[src/rtl/tcs_pkg.sv]
// Shared types for the tuner control slave.
// Assumes an eight-bit byte on the bus and one state type shared by the protocol engine.
package tcs_pkg;
    localparam int BYTE_W = 8;

    typedef enum logic [3:0] {
        ST_IDLE,
        ST_ADDR,
        ST_ADDR_ACK,
        ST_INDEX,
        ST_INDEX_ACK,
        ST_WDATA,
        ST_WDATA_ACK,
        ST_RDATA,
        ST_RACK,
        ST_SKIP
    } bus_state_t;
endpackage

[src/rtl/tcs_line_sync.sv]
// Brings SCL and SDA into the clock domain and detects edges and bus conditions.
// Assumes clk is at least ten times faster than SCL; both lines idle high.
module tcs_line_sync #(
    parameter int STAGES = 2
) (
    input  logic clk,
    input  logic rst_n,
    input  logic scl_i,
    input  logic sda_i,
    output logic scl_rise,
    output logic scl_fall,
    output logic start_det,
    output logic stop_det,
    output logic sda_bit
);
    localparam int LINES = 2;

    logic [LINES-1:0] raw_v;
    logic [LINES-1:0] now_v;
    logic [LINES-1:0] old_v;

    assign raw_v = {sda_i, scl_i};

    for (genvar g = 0; g < LINES; g++) begin : g_line
        logic [STAGES:0] pipe;
        // Shift the line through the synchroniser plus one history stage.
        always_ff @(posedge clk) begin
            if (!rst_n) pipe <= '1;
            else        pipe <= {pipe[STAGES-1:0], raw_v[g]};
        end
        assign now_v[g] = pipe[STAGES-1];
        assign old_v[g] = pipe[STAGES];
    end

    assign scl_rise  = now_v[0] & ~old_v[0];
    assign scl_fall  = ~now_v[0] & old_v[0];
    assign start_det = now_v[0] & old_v[0] & old_v[1] & ~now_v[1];
    assign stop_det  = now_v[0] & old_v[0] & ~old_v[1] & now_v[1];
    assign sda_bit   = now_v[1];

    assert_cond_excl_R8: assert property (@(posedge clk) disable iff (!rst_n)
        $onehot0({scl_rise, scl_fall, start_det, stop_det}));
endmodule

[src/rtl/tcs_bus_engine.sv]
// Protocol engine: address match, index and data reception, ACK generation,
// and the two-byte status dump. It issues write strobes to the register bank.
// Assumes edges from tcs_line_sync; a START or STOP overrides every state.
module tcs_bus_engine
    import tcs_pkg::*;
#(
    parameter logic [6:0] DEV_ADDR = 7'b1100000,
    parameter int         NREG     = 8,
    localparam int        SEL_W    = $clog2(NREG)
) (
    input  logic              clk,
    input  logic              rst_n,
    input  logic              scl_rise,
    input  logic              scl_fall,
    input  logic              start_det,
    input  logic              stop_det,
    input  logic              sda_bit,
    input  logic [BYTE_W-1:0] stat1,
    input  logic [BYTE_W-1:0] stat2,
    output logic              sda_pull,
    output logic              wr_en,
    output logic [SEL_W-1:0]  wr_idx,
    output logic [BYTE_W-1:0] wr_data,
    output logic              read_stop
);
    localparam logic [BYTE_W-1:0] NREG_B = BYTE_W'(NREG);

    bus_state_t        state;
    logic [2:0]        bitcnt;
    logic              byte_full;
    logic [BYTE_W-1:0] shreg;
    logic [BYTE_W-1:0] idx;
    logic              is_read;
    logic              second_sent;
    logic              rd_more;

    // Main protocol sequencer, advanced by SCL edges and bus conditions.
    always_ff @(posedge clk) begin
        if (!rst_n) begin
            state       <= ST_IDLE;
            bitcnt      <= '0;
            byte_full   <= 1'b0;
            shreg       <= '0;
            idx         <= '0;
            is_read     <= 1'b0;
            second_sent <= 1'b0;
            rd_more     <= 1'b0;
            sda_pull    <= 1'b0;
            wr_en       <= 1'b0;
            wr_idx      <= '0;
            wr_data     <= '0;
            read_stop   <= 1'b0;
        end else begin
            wr_en     <= 1'b0;
            read_stop <= 1'b0;
            if (start_det) begin
                state     <= ST_ADDR;
                bitcnt    <= '0;
                byte_full <= 1'b0;
                is_read   <= 1'b0;
                sda_pull  <= 1'b0;
            end else if (stop_det) begin
                read_stop <= is_read;
                state     <= ST_IDLE;
                byte_full <= 1'b0;
                is_read   <= 1'b0;
                sda_pull  <= 1'b0;
            end else begin
                case (state)
                    ST_ADDR, ST_INDEX, ST_WDATA: begin
                        if (scl_rise && !byte_full) begin
                            shreg  <= {shreg[BYTE_W-2:0], sda_bit};
                            bitcnt <= 3'(bitcnt + 3'd1);
                            if (bitcnt == 3'd7) byte_full <= 1'b1;
                        end else if (scl_fall && byte_full) begin
                            byte_full <= 1'b0;
                            if (state == ST_ADDR) begin
                                if (shreg[7:1] == DEV_ADDR) begin
                                    sda_pull <= 1'b1;
                                    is_read  <= shreg[0];
                                    state    <= ST_ADDR_ACK;
                                end else begin
                                    state <= ST_SKIP;
                                end
                            end else if (state == ST_INDEX) begin
                                idx      <= shreg;
                                sda_pull <= 1'b1;
                                state    <= ST_INDEX_ACK;
                            end else if (idx < NREG_B) begin
                                sda_pull <= 1'b1;
                                state    <= ST_WDATA_ACK;
                            end else begin
                                state <= ST_SKIP;
                            end
                        end
                    end
                    ST_ADDR_ACK: begin
                        if (scl_fall) begin
                            bitcnt <= '0;
                            if (is_read) begin
                                shreg       <= stat1;
                                sda_pull    <= ~stat1[BYTE_W-1];
                                second_sent <= 1'b0;
                                state       <= ST_RDATA;
                            end else begin
                                sda_pull <= 1'b0;
                                state    <= ST_INDEX;
                            end
                        end
                    end
                    ST_INDEX_ACK: begin
                        if (scl_fall) begin
                            sda_pull <= 1'b0;
                            state    <= ST_WDATA;
                        end
                    end
                    ST_WDATA_ACK: begin
                        if (scl_fall) begin
                            sda_pull <= 1'b0;
                            wr_en    <= 1'b1;
                            wr_idx   <= idx[SEL_W-1:0];
                            wr_data  <= shreg;
                            idx      <= idx + 8'd1;
                            state    <= ST_WDATA;
                        end
                    end
                    ST_RDATA: begin
                        if (scl_rise && !byte_full) begin
                            bitcnt <= 3'(bitcnt + 3'd1);
                            if (bitcnt == 3'd7) byte_full <= 1'b1;
                        end else if (scl_fall) begin
                            if (byte_full) begin
                                byte_full <= 1'b0;
                                sda_pull  <= 1'b0;
                                state     <= ST_RACK;
                            end else begin
                                shreg    <= {shreg[BYTE_W-2:0], 1'b0};
                                sda_pull <= ~shreg[BYTE_W-2];
                            end
                        end
                    end
                    ST_RACK: begin
                        if (scl_rise) begin
                            rd_more <= ~sda_bit & ~second_sent;
                        end else if (scl_fall) begin
                            if (rd_more) begin
                                shreg       <= stat2;
                                sda_pull    <= ~stat2[BYTE_W-1];
                                second_sent <= 1'b1;
                                bitcnt      <= '0;
                                state       <= ST_RDATA;
                            end else begin
                                state <= ST_SKIP;
                            end
                        end
                    end
                    default: ;
                endcase
            end
        end
    end

    assert_idle_quiet_R9: assert property (@(posedge clk) disable iff (!rst_n)
        (state == ST_IDLE) |-> !sda_pull);
    assert_skip_released_R4: assert property (@(posedge clk) disable iff (!rst_n)
        (state == ST_SKIP) |-> !sda_pull);
    assert_start_restart_R8: assert property (@(posedge clk) disable iff (!rst_n)
        start_det |=> (state == ST_ADDR && !sda_pull && !byte_full));
    assert_write_not_read_R2: assert property (@(posedge clk) disable iff (!rst_n)
        wr_en |-> !is_read);
endmodule

[src/rtl/tcs_reg_bank.sv]
// Control register storage with reset defaults, the band-search pulse and the
// power-cycled flag. Assumes one write strobe per accepted byte from the engine.
module tcs_reg_bank #(
    parameter int         NREG     = 8,
    parameter int         RDIV_IDX = 5,
    parameter int         NHI_IDX  = 6,
    parameter int         NLO_IDX  = 7,
    parameter logic [7:0] RDIV_DEF = 8'h38,
    parameter logic [7:0] NHI_DEF  = 8'h53,
    parameter logic [7:0] NLO_DEF  = 8'hF8,
    localparam int        SEL_W    = $clog2(NREG)
) (
    input  logic              clk,
    input  logic              rst_n,
    input  logic              wr_en,
    input  logic [SEL_W-1:0]  wr_idx,
    input  logic [7:0]        wr_data,
    input  logic              read_stop,
    output logic [NREG*8-1:0] regs_flat,
    output logic              search_go,
    output logic              pwr_flag
);
    localparam logic [SEL_W-1:0] NLO_SEL = SEL_W'(NLO_IDX);

    logic [7:0] regs [NREG];

    function automatic logic [7:0] reset_val(input int i);
        if (i == RDIV_IDX)     return RDIV_DEF;
        else if (i == NHI_IDX) return NHI_DEF;
        else if (i == NLO_IDX) return NLO_DEF;
        else                   return 8'h00;
    endfunction

    // Store accepted bytes; load defaults on reset.
    always_ff @(posedge clk) begin
        if (!rst_n) begin
            for (int i = 0; i < NREG; i++) regs[i] <= reset_val(i);
        end else if (wr_en) begin
            regs[wr_idx] <= wr_data;
        end
    end

    // Pulse when the feedback divider low byte is written.
    always_ff @(posedge clk) begin
        if (!rst_n) search_go <= 1'b0;
        else        search_go <= wr_en && (wr_idx == NLO_SEL);
    end

    // Power-cycled flag: set by reset, cleared by a STOP closing a read.
    always_ff @(posedge clk) begin
        if (!rst_n)         pwr_flag <= 1'b1;
        else if (read_stop) pwr_flag <= 1'b0;
    end

    for (genvar g = 0; g < NREG; g++) begin : g_out
        assign regs_flat[g*8 +: 8] = regs[g];
    end

    assert_pulse_single_R7: assert property (@(posedge clk) disable iff (!rst_n)
        search_go |=> !search_go);
    assert_pwr_sticky_R6: assert property (@(posedge clk) disable iff (!rst_n)
        !pwr_flag |=> !pwr_flag);
    assert_pwr_clear_R6: assert property (@(posedge clk) disable iff (!rst_n)
        read_stop |=> !pwr_flag);
endmodule

[src/rtl/tuner_ctl_slave.sv]
// Top of the tuner control slave: line synchroniser, protocol engine and
// register bank. Assumes an open-drain SDA with an external pull-up.
module tuner_ctl_slave #(
    parameter logic [6:0] DEV_ADDR = 7'b1100000,
    parameter int         NREG     = 8,
    parameter int         SYNC_STG = 2
) (
    input  logic              clk,
    input  logic              rst_n,
    input  logic              scl_i,
    input  logic              sda_i,
    output logic              sda_pull,
    input  logic [1:0]        cp_sel_in,
    input  logic [1:0]        vas_flags_in,
    input  logic [7:0]        stat2_in,
    output logic [NREG*8-1:0] regs_flat,
    output logic              band_search_go
);
    localparam int SEL_W = $clog2(NREG);

    logic             scl_rise, scl_fall, start_det, stop_det, sda_bit;
    logic             wr_en, read_stop, pwr_flag;
    logic [SEL_W-1:0] wr_idx;
    logic [7:0]       wr_data;
    logic [7:0]       stat1;

    assign stat1 = {3'b000, cp_sel_in, pwr_flag, vas_flags_in};

    tcs_line_sync #(.STAGES(SYNC_STG)) u_sync (
        .clk(clk), .rst_n(rst_n), .scl_i(scl_i), .sda_i(sda_i),
        .scl_rise(scl_rise), .scl_fall(scl_fall),
        .start_det(start_det), .stop_det(stop_det), .sda_bit(sda_bit)
    );

    tcs_bus_engine #(.DEV_ADDR(DEV_ADDR), .NREG(NREG)) u_engine (
        .clk(clk), .rst_n(rst_n),
        .scl_rise(scl_rise), .scl_fall(scl_fall),
        .start_det(start_det), .stop_det(stop_det), .sda_bit(sda_bit),
        .stat1(stat1), .stat2(stat2_in), .sda_pull(sda_pull),
        .wr_en(wr_en), .wr_idx(wr_idx), .wr_data(wr_data), .read_stop(read_stop)
    );

    tcs_reg_bank #(.NREG(NREG)) u_bank (
        .clk(clk), .rst_n(rst_n),
        .wr_en(wr_en), .wr_idx(wr_idx), .wr_data(wr_data), .read_stop(read_stop),
        .regs_flat(regs_flat), .search_go(band_search_go), .pwr_flag(pwr_flag)
    );
endmodule

[config.mk]
export PLATFORM = sky130hd
export DESIGN_NAME = tuner_ctl_slave
export DESIGN_NICKNAME = d
export VERILOG_FILES = /design/src/rtl/tcs_pkg.sv /design/src/rtl/tcs_line_sync.sv /design/src/rtl/tcs_bus_engine.sv /design/src/rtl/tcs_reg_bank.sv /design/src/rtl/tuner_ctl_slave.sv
export SDC_FILE = /design/constraint.sdc
export NUM_CORES = 1
export LEC_CHECK = 0
export ABC_CLOCK_PERIOD_IN_PS = 4150
export BUFFER_PORTS_ARGS = -buffer_cell sky130_fd_sc_hd__buf_2
export CELL_PAD_IN_SITES_DETAIL_PLACEMENT = 1
export CELL_PAD_IN_SITES_GLOBAL_PLACEMENT = 1
export CORE_MARGIN = 5
export CORE_UTILIZATION = 48
export DETAILED_ROUTE_END_ITERATION = 8
export PLACE_DENSITY_LB_ADDON = 0.1
export SLEW_MARGIN = 20
export SYNTH_ARGS = -nofsm -noshare
export SYNTH_HDL_FRONTEND = slang
export SYNTH_HIERARCHICAL = 1
export SYNTH_SLANG_ARGS = --single-unit
[constraint.sdc]
create_clock -name clk -period 4.15 [get_ports clk]
set_input_delay 0.6225 -clock clk [delete_from_list [all_inputs] [get_ports clk]]
set_output_delay 0.6225 -clock clk [all_outputs]
set_load 0.02 [all_outputs]
Word level (Yosys, flattened, before mapping)
Memories as Yosys holds them, arrays and structs flattened.
Cells that the tools add are included.
Word-level totals
  RAM bits: 64
  ROM bits: 0
  latch bits: 0
  word-level logic and storage cells: 192
  output and inout bits: 66
  memories kept: 1
  bits in registers: 49
  bits of input ports: 16
Memory list
  u_bank.regs: words 8, width 8, rd ports 8, clocked after memory_dff 0, write ports 8, line tcs_reg_bank.sv:25  | logic [7:0] regs [NREG];
Cells by class
  reductions and logical operators: 30
  mux-type cells: 79
  add/sub/neg operators: 2
  bitwise logic cells: 20
  divide/modulo/power cells: 0
  magnitude comparators: 1
  equal/unequal tests: 41
  shift-type cells: 0
  multipliers: 0
Operator list (count)
  two-way mux 8 bit: 19
  two-way mux 4 bit: 14
  two-way mux 1 bit: 32
  one-hot mux 8 bit (4 select lines): 1
  inequality test 2 x 1 -> 1 bit (second input constant): 12
  AND reduction 12 bit: 2
  two-way mux 3 bit: 7
  inequality test 4 x 3 -> 1 bit (second input constant): 5
  one-hot mux 4 bit (5 select lines): 1
  AND reduction 10 bit: 2
  equality test 4 x 3 -> 1 bit (second input constant): 4
  one-hot mux 8 bit (2 select lines): 1
  AND reduction 8 bit: 2
  inequality test 4 bit (second input constant): 3
  NOT 1 bit: 12
  inequality test 2 bit (second input constant): 5
  one-hot mux 3 bit (3 select lines): 1
  OR reduction 3 bit: 3
  adder 8 x 1 -> 8 bit (second input constant): 1
  bitwise AND 1 bit: 8
  equality test 4 x 2 -> 1 bit (second input constant): 2
  < comparator 8 x 4 -> 1 bit (second input constant): 1
  inequality test 4 x 1 -> 1 bit (second input constant): 2
  AND reduction 4 bit: 2
  other kinds (22): 31

Depth between registers and ports, before layout
Gate-level depths: netlist (run 1).
  word-level depth: 9
  mapped depth: 8
  mapped depth without buffers: 6

Cells and area by module
The synthesis (run 1) kept the hierarchy.
Modules (own cells, without submodules)
  tcs_reg_bank: cells each 178, area an instance 2603.7 µm², times used 1
  tcs_bus_engine: cells each 305, area an instance 2441.1 µm², times used 1
  tcs_line_sync: cells each 16, area an instance 190.2 µm², times used 1
  tuner_ctl_slave: cells each 1, area an instance 3.8 µm², times used 1

Worst setup path after synthesis (run 1)
No wires, ideal clock.
  path type: reg2reg
  start point: register u_sync.g_line[0].pipe[2]
  end point: register u_engine.sda_pull
  setup time: 72 ps
  data required time: 4078 ps
  arrival time: 1838 ps
  clock period less this slack: 1910 ps
  stages on the path, launching flop included: 8
  setup slack: 2240 ps
  path through: dfxtp_1 nor2b_1 nor3_1 a32o_1 or3_1 buf_2 nor3_1 mux2i_1
RTL lines
  start: declaration: line tcs_line_sync.sv:25  | logic [STAGES:0] pipe;
  start signal: assignment: line tcs_line_sync.sv:29  | else pipe <= {pipe[STAGES-1:0], raw_v[g]};
  bitwise AND 1 bit *: line tcs_line_sync.sv:36  | assign scl_fall = ~now_v[0] & old_v[0];
  named net scl_fall: line tuner_ctl_slave.sv:21  | logic scl_rise, scl_fall, start_det, stop_det, sda_bit;
  logical AND 1 bit: line tcs_bus_engine.sv:75  | end else if (scl_fall && byte_full) begin
  inequality test 2 x 1 -> 1 bit (no line)
  AND reduction 12 bit (no line) *
  end signal: assignment: line tcs_bus_engine.sv:102  | sda_pull <= ~stat1[BYTE_W-1];
  end signal: assignment: line tcs_bus_engine.sv:138  | sda_pull <= ~shreg[BYTE_W-2];
  end signal: assignment: line tcs_bus_engine.sv:148  | sda_pull <= ~stat2[BYTE_W-1];
  end: declaration: line tcs_bus_engine.sv:20  | output logic sda_pull,
The timed path passes the listed nets; every way through them passes the cells marked *.
A chain may end at the register's enable or synchronous reset.

Final worst setup path (run 1)
  start point: register u_engine.state[3]
  end point: register u_engine.shreg[7]
On the way
  cells in the longest elaborated chain, start to end: 4
RTL lines
  start: declaration: line tcs_bus_engine.sv:28  | bus_state_t state;
  start signal: assignment: line tcs_bus_engine.sv:40  | state <= ST_IDLE;
  start signal: assignment: line tcs_bus_engine.sv:57  | state <= ST_ADDR;
  start signal: assignment: line tcs_bus_engine.sv:64  | state <= ST_IDLE;
  equality test 4 x 3 -> 1 bit, or another cell as far along: line tcs_bus_engine.sv:69  | case (state)
  OR reduction 3 bit: line tcs_bus_engine.sv:69
  inequality test 2 x 1 -> 1 bit (no line) or nonzero test 4 bit (tied branches)
  AND reduction 12 bit (no line)
  end signal: assignment: line tcs_bus_engine.sv:72  | shreg <= {shreg[BYTE_W-2:0], sda_bit};
  end signal: assignment: line tcs_bus_engine.sv:101  | shreg <= stat1;
  end signal: assignment: line tcs_bus_engine.sv:137  | shreg <= {shreg[BYTE_W-2:0], 1'b0};
  end: declaration: line tcs_bus_engine.sv:31  | logic [BYTE_W-1:0] shreg;
Several ways; a longest one is shown, not always the timed one.

==> metrics, run 1 <==
outcome completed; Worst Hold Class in2reg; Synth Flop Type edfxtp_1; setup_tns 0 ns; Die X approximately 110 µm; Cells after Synth 500; CTS tree yes; ant diodes 0; GRT overflow 0; Setup Fix Bufs, Post-CTS 0; Port Buf Inserts 81; Avg Inst Size Synth ~10 µm²; Synth Cell Area approximately 5200 µm²; Synth top area share a little under two fifths; Vias 4189; worst hold slack 0.2816 ns; WP data arrival 3.28 ns; total chip power 2.720 mW; post-detail-place hpwl 10000 µm; Final Max Slew Viols 0; Routed WL per cell 19.96 µm; Pwr Density 434.9 nW/µm²; Netlist cell types 65; routed vias/inst 5.786; unrepaired setup endpoints after global routing no; critical path class reg2reg; largest net degree at the start of global routing 34; reg2reg start u_engine/state[3]$_SDFFE_PP0P_; last element of the critical path u_engine/shreg[7]$_SDFFE_PN0P_; die area 13100 µm²; Die Y 114.5 µm; initial antenna violation count 0; Async S/R FF share, synth 0%; Total Routed Length 14450 µm; Hold Violations, Final 0; sequential element share of the synthesized area 55.41%; area delta synth->final 19.39%; VDD IR max 0.1997 mV; critical path endpoint category flip-flop; Slew headroom 26.88%; leakage about 2.6 nW; H-tree levels 4; Clock transition at path regs 0.06 ns; first-pass GRT wire length between 20000 and 25000 µm; Final min period 2.861 ns; CTS buffer count 17; skew final 0.009452 ns; setup ws final 1.289 ns; Synth top cells by count 64 x edfxtp_1, 49 x dfxtp_1, 42 x and3_1, 40 x nor2_1, 33 x nand2_1; Util after Layout 58.21%; Core Area 10750 µm²; Critical Path Source Type flip-flop; Yosys warnings 6; final non-filler cell total 724; GR Util All Layers ~23%; vias in the first global route 4481; clk sinks 113; top cell type by total area after synthesis edfxtp_1; cts hold-fix bufs 0; Design Area, Final between 6000 and 7000 µm²; r2r endpoint u_engine/shreg[7]$_SDFFE_PN0P_; Post-Place Worst Slack 1.329 ns; DRC viols 0; Pre-Repair DR Iteration Count 4; Placed Cells 692; fill cell count 1201; Max Root-Sink Buffers 2; clock root buffer clkbuf_8; Nets 590; Synth Register Bits 113; ranking of synthesized cells by area edfxtp_1 37%, dfxtp_1 19%, and3_1 5.0%; Detail Route Antenna Nets 0; reg2reg path depth 6; num ports a little over 80; Starting Density 48.75%; R2R setup slack 1.29 ns; initial drt markers approximately 210; Clock Latency Late Sink 0.52 ns; gp weighted congestion 0.8652; worst-path fanout max 22; critical path required time 4.57 ns; Critical Path Source u_engine/state[3]$_SDFFE_PP0P_; Placed Instance Area approximately 5700 µm²; slew of the pin with the lowest slew margin 1.096 ns; # resized after CTS 0; Max Cap Viol 0; dominant cell by count in the synthesized netlist edfxtp_1; final setup fails 0; fmax 349.5 MHz; period utilization 68.94%; num rows 38; fraction of layout cells with a size suffix above 1 21.23%; Post-synth EDFFs 64
## layer usage
metal,part of all wire (%),GRT usage (%),up-vias
li1,-,-,1999
met1,41,26.64,2038
met2,51,40.71,122
met3,4.9,4.810,30
met4,2.8,11.32,0
met5,0,0,-
## layout by cell type (no fill, tap or decap), types with 3 or more instances in the layout
cell type,netlist,routed
buf_2,12,81
edfxtp_1,64,64
dfxtp_1,49,49
and3_1,42,42
nor2_1,40,40
nand2_1,33,33
a21oi_1,28,28
nand3_1,24,24
nor3_1,22,22
mux2i_1,17,17
clkbuf_16,0,16
o21ai_0,22,16
nand2b_1,15,15
or3_1,14,14
nor2b_1,10,10
o21ai_1,3,9
inv_1,8,8
a22oi_1,8,8
clkinvlp_4,0,4
and2_1,4,4
o31ai_1,4,4
a31oi_1,4,4
clkinv_2,0,3
bufinv_16,0,3
mux2_2,3,3
and4b_1,3,3
conb_1,1,3
ha_1,3,3
## logic make-up after synthesis
family	Yosys count	synth area share (%)
other cells	1	0.07158
buf+inv	41	3.821
compound gates	92	11.32
mux	20	3.893
simple gates	229	24.60
flops	113	55.41
fa+ha+maj	3	0.7166
xor+xnor	1	0.1672
## worst min path at each step
stage	startpoint	end	slack, ns	depth (start not counted)
finish	sda_i	u_sync/g_line[1].pipe[0]$_SDFF_PN1_	0.28	2
global route	sda_i	u_sync/g_line[1].pipe[0]$_SDFF_PN1_	0.28	2
CTS	sda_i	u_sync/g_line[1].pipe[0]$_SDFF_PN1_	0.27	2
detailed placement	u_sync/g_line[1].pipe[0]$_SDFF_PN1_	u_sync/g_line[1].pipe[1]$_SDFF_PN1_	0.40	1
global placement	u_sync/g_line[1].pipe[0]$_SDFF_PN1_	u_sync/g_line[1].pipe[1]$_SDFF_PN1_	0.39	1
floorplan	u_sync/g_line[0].pipe[0]$_SDFF_PN1_	u_sync/g_line[0].pipe[1]$_SDFF_PN1_	0.39	1
## layout make-up
cell class                      instances  area [µm²]  area share [%]
Sequential cell                       113        2903           46.41
Multi-Input combinational cell        348        2143           34.27
Timing Repair Buffer                   83       420.4           6.721
Clock buffer                           18       417.9           6.681
Tap cell                              140       175.2           2.801
Clock inverter                         14       165.2           2.641
Inverter                                8       30.03          0.4801
## flip-flops by register name, indices dropped and copies added, names as in the netlist
signal	count
u_engine/sda_pull	1
u_engine/byte_full	1
u_engine/rd_more	1
u_engine/wr_en	1
u_engine/second_sent	1
u_engine/shreg	8
u_bank/search_go	1
u_engine/wr_data	8
u_bank/regs	64
u_bank/pwr_flag	1
u_engine/is_read	1
u_engine/wr_idx	3
u_engine/state	4
u_engine/idx	8
u_engine/read_stop	1
u_sync/g_line.pipe	6
u_engine/bitcnt	3
## where the power goes
part           total [mW]  internal, mW  leakage (nW)  switching (mW)
sequential           1.21          1.20          1.03         0.00941
clock                1.42         0.910         0.275           0.512
combinational      0.0918        0.0261          1.28          0.0658
total                2.72          2.13          2.58           0.587
## critical path, cell delays in order (launching register included)
cell and delay, ns:
dfxtp_1 0.82, nor4b_2 0.70, buf_4 0.30, nor2_4 0.07, a221oi_4 0.48, a21oi_1 0.13, a311oi_1 0.25
No activity file was read; power rests on OpenSTA's default activity.
==> run 2: changes to the inputs <==
- ABC_CLOCK_PERIOD_IN_PS: 4150 -> 2800
- CORE_UTILIZATION: 48 -> 44
- clock period: 4.15 -> 2.8 ns (I/O delays scaled with it)
==> run 2 against run 1 <==
Against the previous run: non-clock buffer count rose by 17; via count barely moved; core utilization fell by 2.7 points; die area rose by 8.3%; critical endpoint unchanged; first-iteration DRC count rose by 19%; hold slack got worse by 0.093 ns; cell area rose by 2.7%; clock power rose by 61%; combinational power rose by 61%.
==> metrics, run 2 (synthesis gave the netlist of run 1 again) <==
GRT overflow 0; initial drt markers roughly 250; NetSw roughly 0.84 mW; GR Util All Layers 20.78%; CTS tree yes; Slew headroom a little over two fifths; Pre-Repair DR Iteration Count 4; critical path endpoint category flip-flop; final setup fails 0; commonest non-fill, non-tap cells in the layout 81 x buf_2, 64 x edfxtp_1, 49 x dfxtp_1, 42 x and3_1, 40 x nor2_1; Starting Density 45.30%; slew of the pin with the lowest slew margin 0.8654 ns; Die Y 119.1 µm; Post-Place Worst Slack between 0.4 and 0.5 ns; Vias approximately 4200; Sw Ratio between 10% and 20%; # resized after CTS 0; fraction of layout cells with a size suffix above 1 a little under a quarter; sequential power share 42.4%; num ports 82; fmax 419.6 MHz; WP data arrival about 2.7 ns; Port Buf Inserts 81; post-detail-place hpwl 10140 µm; Detail Route Antenna Nets 0; largest register by flop count u_bank/regs; commonest non-fill, non-tap cell in the layout buf_2; Max Cap Viol 0; Routed WL per cell around 19 µm; DRC viols 0; Clock transition at path regs roughly 0.05 ns; first-pass GRT wire length 23090 µm; routing usage on met1 between 20% and 30%; Die X 119.1 µm; H-tree levels 4; Clock Latency Late Sink 0.41 ns; clock root buffer clkbuf_16; Final Max Slew Viols 0; Int Power 3.381 mW; most used routing layer met2; Hold Violations, Final 0; Core Area 11560 µm²; vias in the first global route 4311; ant diodes 0; Critical Path Source Type flip-flop; unrepaired setup endpoints after global routing no; setup ws final 0.4166 ns; Placed Cells 712; CTS buffer count 17; skew final 0.007239 ns; initial antenna violation count 0; Final min period 2.383 ns; gp weighted congestion 0.8348; total chip power 4.221 mW; critical path required time 3.12 ns; Worst Hold Class in2reg; clk sinks ~110; met3 usage 5.829%; routed vias/inst between 5 and 6; cts hold-fix bufs 0; Total Routed Length around 14000 µm; Setup Fix Bufs, Post-CTS 0; combinational share of power 3.5%; period utilization between 80% and 90%; setup_tns 0 ns; worst-path fanout max 22; largest net degree at the start of global routing 31; Pwr Density 657.0 nW/µm²; GRT met2 Usage 36.35%; critical path class reg2reg; die area 14190 µm²; VDD IR max 0.3512 mV; Nets 607; area delta synth->final 22.64%; fill cell count 1268; outcome completed; leakage between 2 and 3 nW; num rows 39; max FFs per register 64; Max Root-Sink Buffers 2; Util after Layout 55.56%; final non-filler cell total 743; clock power share 54.1%
[run 2: cell count changes in the layout (fill, tap and decap cells not counted), moves of 2 or more]
cell and change:
buf_4 +17, o21ai_0 +6, o21ai_1 -6, clkinvlp_4 -3, bufinv_16 +2, clkinv_1 +2
[run 2: layout make-up]
type,instances,area [µm²],share of cell area (%)
clock buffers,18,429.2,6.680
multi-input cells,348,2143,33.36
well taps,143,178.9,2.785
inverters,8,30.03,0.4674
flip-flops and latches,113,2903,45.18
repair buffers,100,548.0,8.530
clock inverters,13,192.7,2.999
[run 2: path summary, 6_finish.rpt]
kind         slack (ns)                                   to  cells after the start                                start
max                0.42       u_engine/shreg[7]$_SDFFE_PN0P_                      5       u_engine/state[2]$_SDFFE_PP0P_
min                0.19  u_sync/g_line[0].pipe[0]$_SDFF_PN1_                      2                                scl_i
max reg2reg        0.42       u_engine/shreg[7]$_SDFFE_PN0P_                      5       u_engine/state[2]$_SDFFE_PP0P_
min reg2reg        0.41  u_sync/g_line[0].pipe[1]$_SDFF_PN1_                      1  u_sync/g_line[0].pipe[0]$_SDFF_PN1_
[run 2: stage by stage]
stage / hold slack [ns] / cell area, µm²
CTS: 0.1771 / 6425
detailed placement: 0.3963 / 5803
global route: 0.1831 / 6425
global placement: 0.3913 / 5803
finish: 0.1886 / 6425
floorplan: 0.3863 / 5246
[run 2: per-layer routing]
layer  up-vias  share of wire (%)
li1       2035                  -
met2       105                 51
met4         0                1.4
met3        15                5.3
met1      2030                 43
met5         -                  0
[run 2: worst max-delay path, cell delays in order, from the launching register on]
cell,delay [ns]
dfxtp_1,0.80
nor2_1,0.15
a32o_1,0.34
nor3_2,0.57
a21oi_1,0.17
a311oi_1,0.26
[run 2: power by group through the flow]
stage                     logic, mW  registers (mW)  clock network (mW)
after global placement        0.145            1.82                   0
after global routing          0.161            1.79                2.42
final                         0.148            1.79                2.28
after detailed placement      0.149            1.82                   0
after floorplan              0.0622            1.85                   0
after CTS                     0.150            1.79                2.33
==> run 3: changes to the inputs <==
- ABC_CLOCK_PERIOD_IN_PS: 2800 -> 3000
- CORE_UTILIZATION: 44 -> 48
- RECOVER_POWER: default -> 100
- clock period: 2.8 -> 3 ns (I/O delays scaled with it)
==> run 3 against run 2 <==
Against the previous run: register-to-register slack better by 0.096 ns; sequential share of layout area rose by 1.9 points; clock power fell by 22%; non-clock buffer count down 4; critical path depth unchanged; highest routed layer unchanged; first-iteration DRC count up 5.5%; clock skew is 0.0034 ns higher; sequential cell count unchanged; setup slack improved by 0.096 ns; power down 15%.
==> metrics, run 3 (synthesis gave the netlist of run 1 again) <==
outcome completed; fmax about 400 MHz; largest net degree at the start of global routing 33; cts hold-fix bufs 0; final setup fails 0; setup ws final 0.5123 ns; ant diodes 0; Total Routed Length between 15000 and 20000 µm; post-detail-place hpwl 10350 µm; WP data arrival 2.90 ns; Hold Violations, Final 0; fraction of layout cells with a size suffix above 1 under 10%; worst-path fanout max 20; num rows 38; Clock transition at path regs ~0.060 ns; slew of the pin with the lowest slew margin between 1 and 1.5 ns; H-tree levels 4; Die Y approximately 110 µm; Port Buf Inserts 81; unrepaired setup endpoints after global routing no; Die X 114.5 µm; critical path required time 3.41 ns; Critical Path Source Type flip-flop; Post-Place Worst Slack just over 0.6 ns; GR Util All Layers 23.95%; GRT overflow 0; commonest non-fill, non-tap cells in the layout 77 x clkbuf_1, 64 x edfxtp_1, 49 x dfxtp_1, 42 x and3_1, 40 x nor2_1; Routed WL per cell approximately 21 µm; num ports 82; Critical Path Source u_engine/state[0]$_SDFFE_PN0P_; gp weighted congestion 0.9056; total chip power 3.574 mW; critical path endpoint category flip-flop; Pre-Repair DR Iteration Count 5; CTS tree yes; Max Root-Sink Buffers 2; initial antenna violation count 0; Final min period 2.488 ns; last element of the critical path u_engine/shreg[0]$_SDFFE_PN0P_; setup_tns 0 ns; Max Cap Viol 0; Slew headroom between 10% and 20%; CTS buffer count 17; r2r endpoint u_engine/shreg[0]$_SDFFE_PN0P_; Clock Latency Late Sink 0.51 ns; Final Max Slew Viols 0; Detail Route Antenna Nets 0; worst hold path depth 2; fill cell count 1234; reg2reg path depth 5; skew final 0.01069 ns; Starting Density 48.75%; VDD IR max about 0.29 mV; Setup Fix Bufs, Post-CTS 0; vias in the first global route 4354; Pwr Density 579.9 nW/µm²; largest register by flop count u_bank/regs; Vias 4320; first-pass GRT wire length 24020 µm; die area ~13000 µm²; critical path class reg2reg; initial drt markers 267; period utilization 82.92%; routed vias/inst 5.862; leakage approximately 2.4 nW; clock root buffer clkbuf_8; area delta synth->final 17.65%; R2R setup slack 0.51 ns; # resized after CTS 0; Nets 603; max FFs per register 64; commonest non-fill, non-tap cell in the layout clkbuf_1; reg2reg start u_engine/state[0]$_SDFFE_PN0P_; Worst Hold Class in2reg; Core Area 10750 µm²; clk sinks 113; DRC viols 0
-- run 3: cell types whose count changed in the layout (fill, tap and decap cells not counted), sizes merged --
cell      delta
buf         -79
clkbuf      +77
bufinv       -4
clkinvlp     +2
clkinv       +1
-- run 3: area by class of cell --
type	count	area (µm²)	area share [%]
clock inverters	12	93.84	1.523
clock buffers	20	425.4	6.902
repair buffers	96	405.4	6.577
well taps	140	175.2	2.842
multi-input cells	348	2131	34.57
inverters	8	30.03	0.4872
flip-flops and latches	113	2903	47.10
-- run 3: how the worst min path moves through the flow --
| stage | from | slack [ns] | end |
|---|---|---|---|
| after global placement | u_engine/read_stop$_SDFF_PP0_ | 0.39 | u_bank/pwr_flag$_SDFFE_PN1P_ |
| after global routing | scl_i | 0.11 | u_sync/g_line[0].pipe[0]$_SDFF_PN1_ |
| after CTS | scl_i | 0.10 | u_sync/g_line[0].pipe[0]$_SDFF_PN1_ |
| after detailed placement | u_sync/g_line[1].pipe[0]$_SDFF_PN1_ | 0.42 | u_sync/g_line[1].pipe[1]$_SDFF_PN1_ |
| after floorplan | u_sync/g_line[0].pipe[0]$_SDFF_PN1_ | 0.39 | u_sync/g_line[0].pipe[1]$_SDFF_PN1_ |
| final | scl_i | 0.13 | u_sync/g_line[0].pipe[0]$_SDFF_PN1_ |
-- run 3: stage by stage --
step	area, µm²	hold slack [ns]	utilization, %	std cells
after CTS	6289	0.1003	58.52	737
after floorplan	5246	0.3863	-	502
final	6163	0.1263	57.36	737
after detailed placement	5769	0.4156	53.69	705
after global placement	5769	0.3917	53.69	705
after global routing	6163	0.1054	57.36	737
-- run 3: power breakdown --
part           leakage [nW]  total, mW  internal, mW  switching (mW)
clock network         0.249       1.78          1.08           0.694
registers              1.03       1.67          1.66          0.0137
logic                  1.07      0.128        0.0332          0.0946
-- run 3: critical path, cell delays in order, from the launching register on --
cell and delay, ns:
dfxtp_1 0.51, or4b_2 0.92, nor2_1 0.28, or3_1 0.35, nor3_1 0.14, nor3_1 0.18
-- run 3: per-layer routing --
layer	wire length, µm	part of all wire (%)	global-route usage, %	vias up
met5	0	0	0	-
met4	246	1.6	7.601	0
met3	856	5.6	5.127	19
met2	7745	51	42.96	144
met1	6355	42	28.51	2137
li1	-	-	-	2020
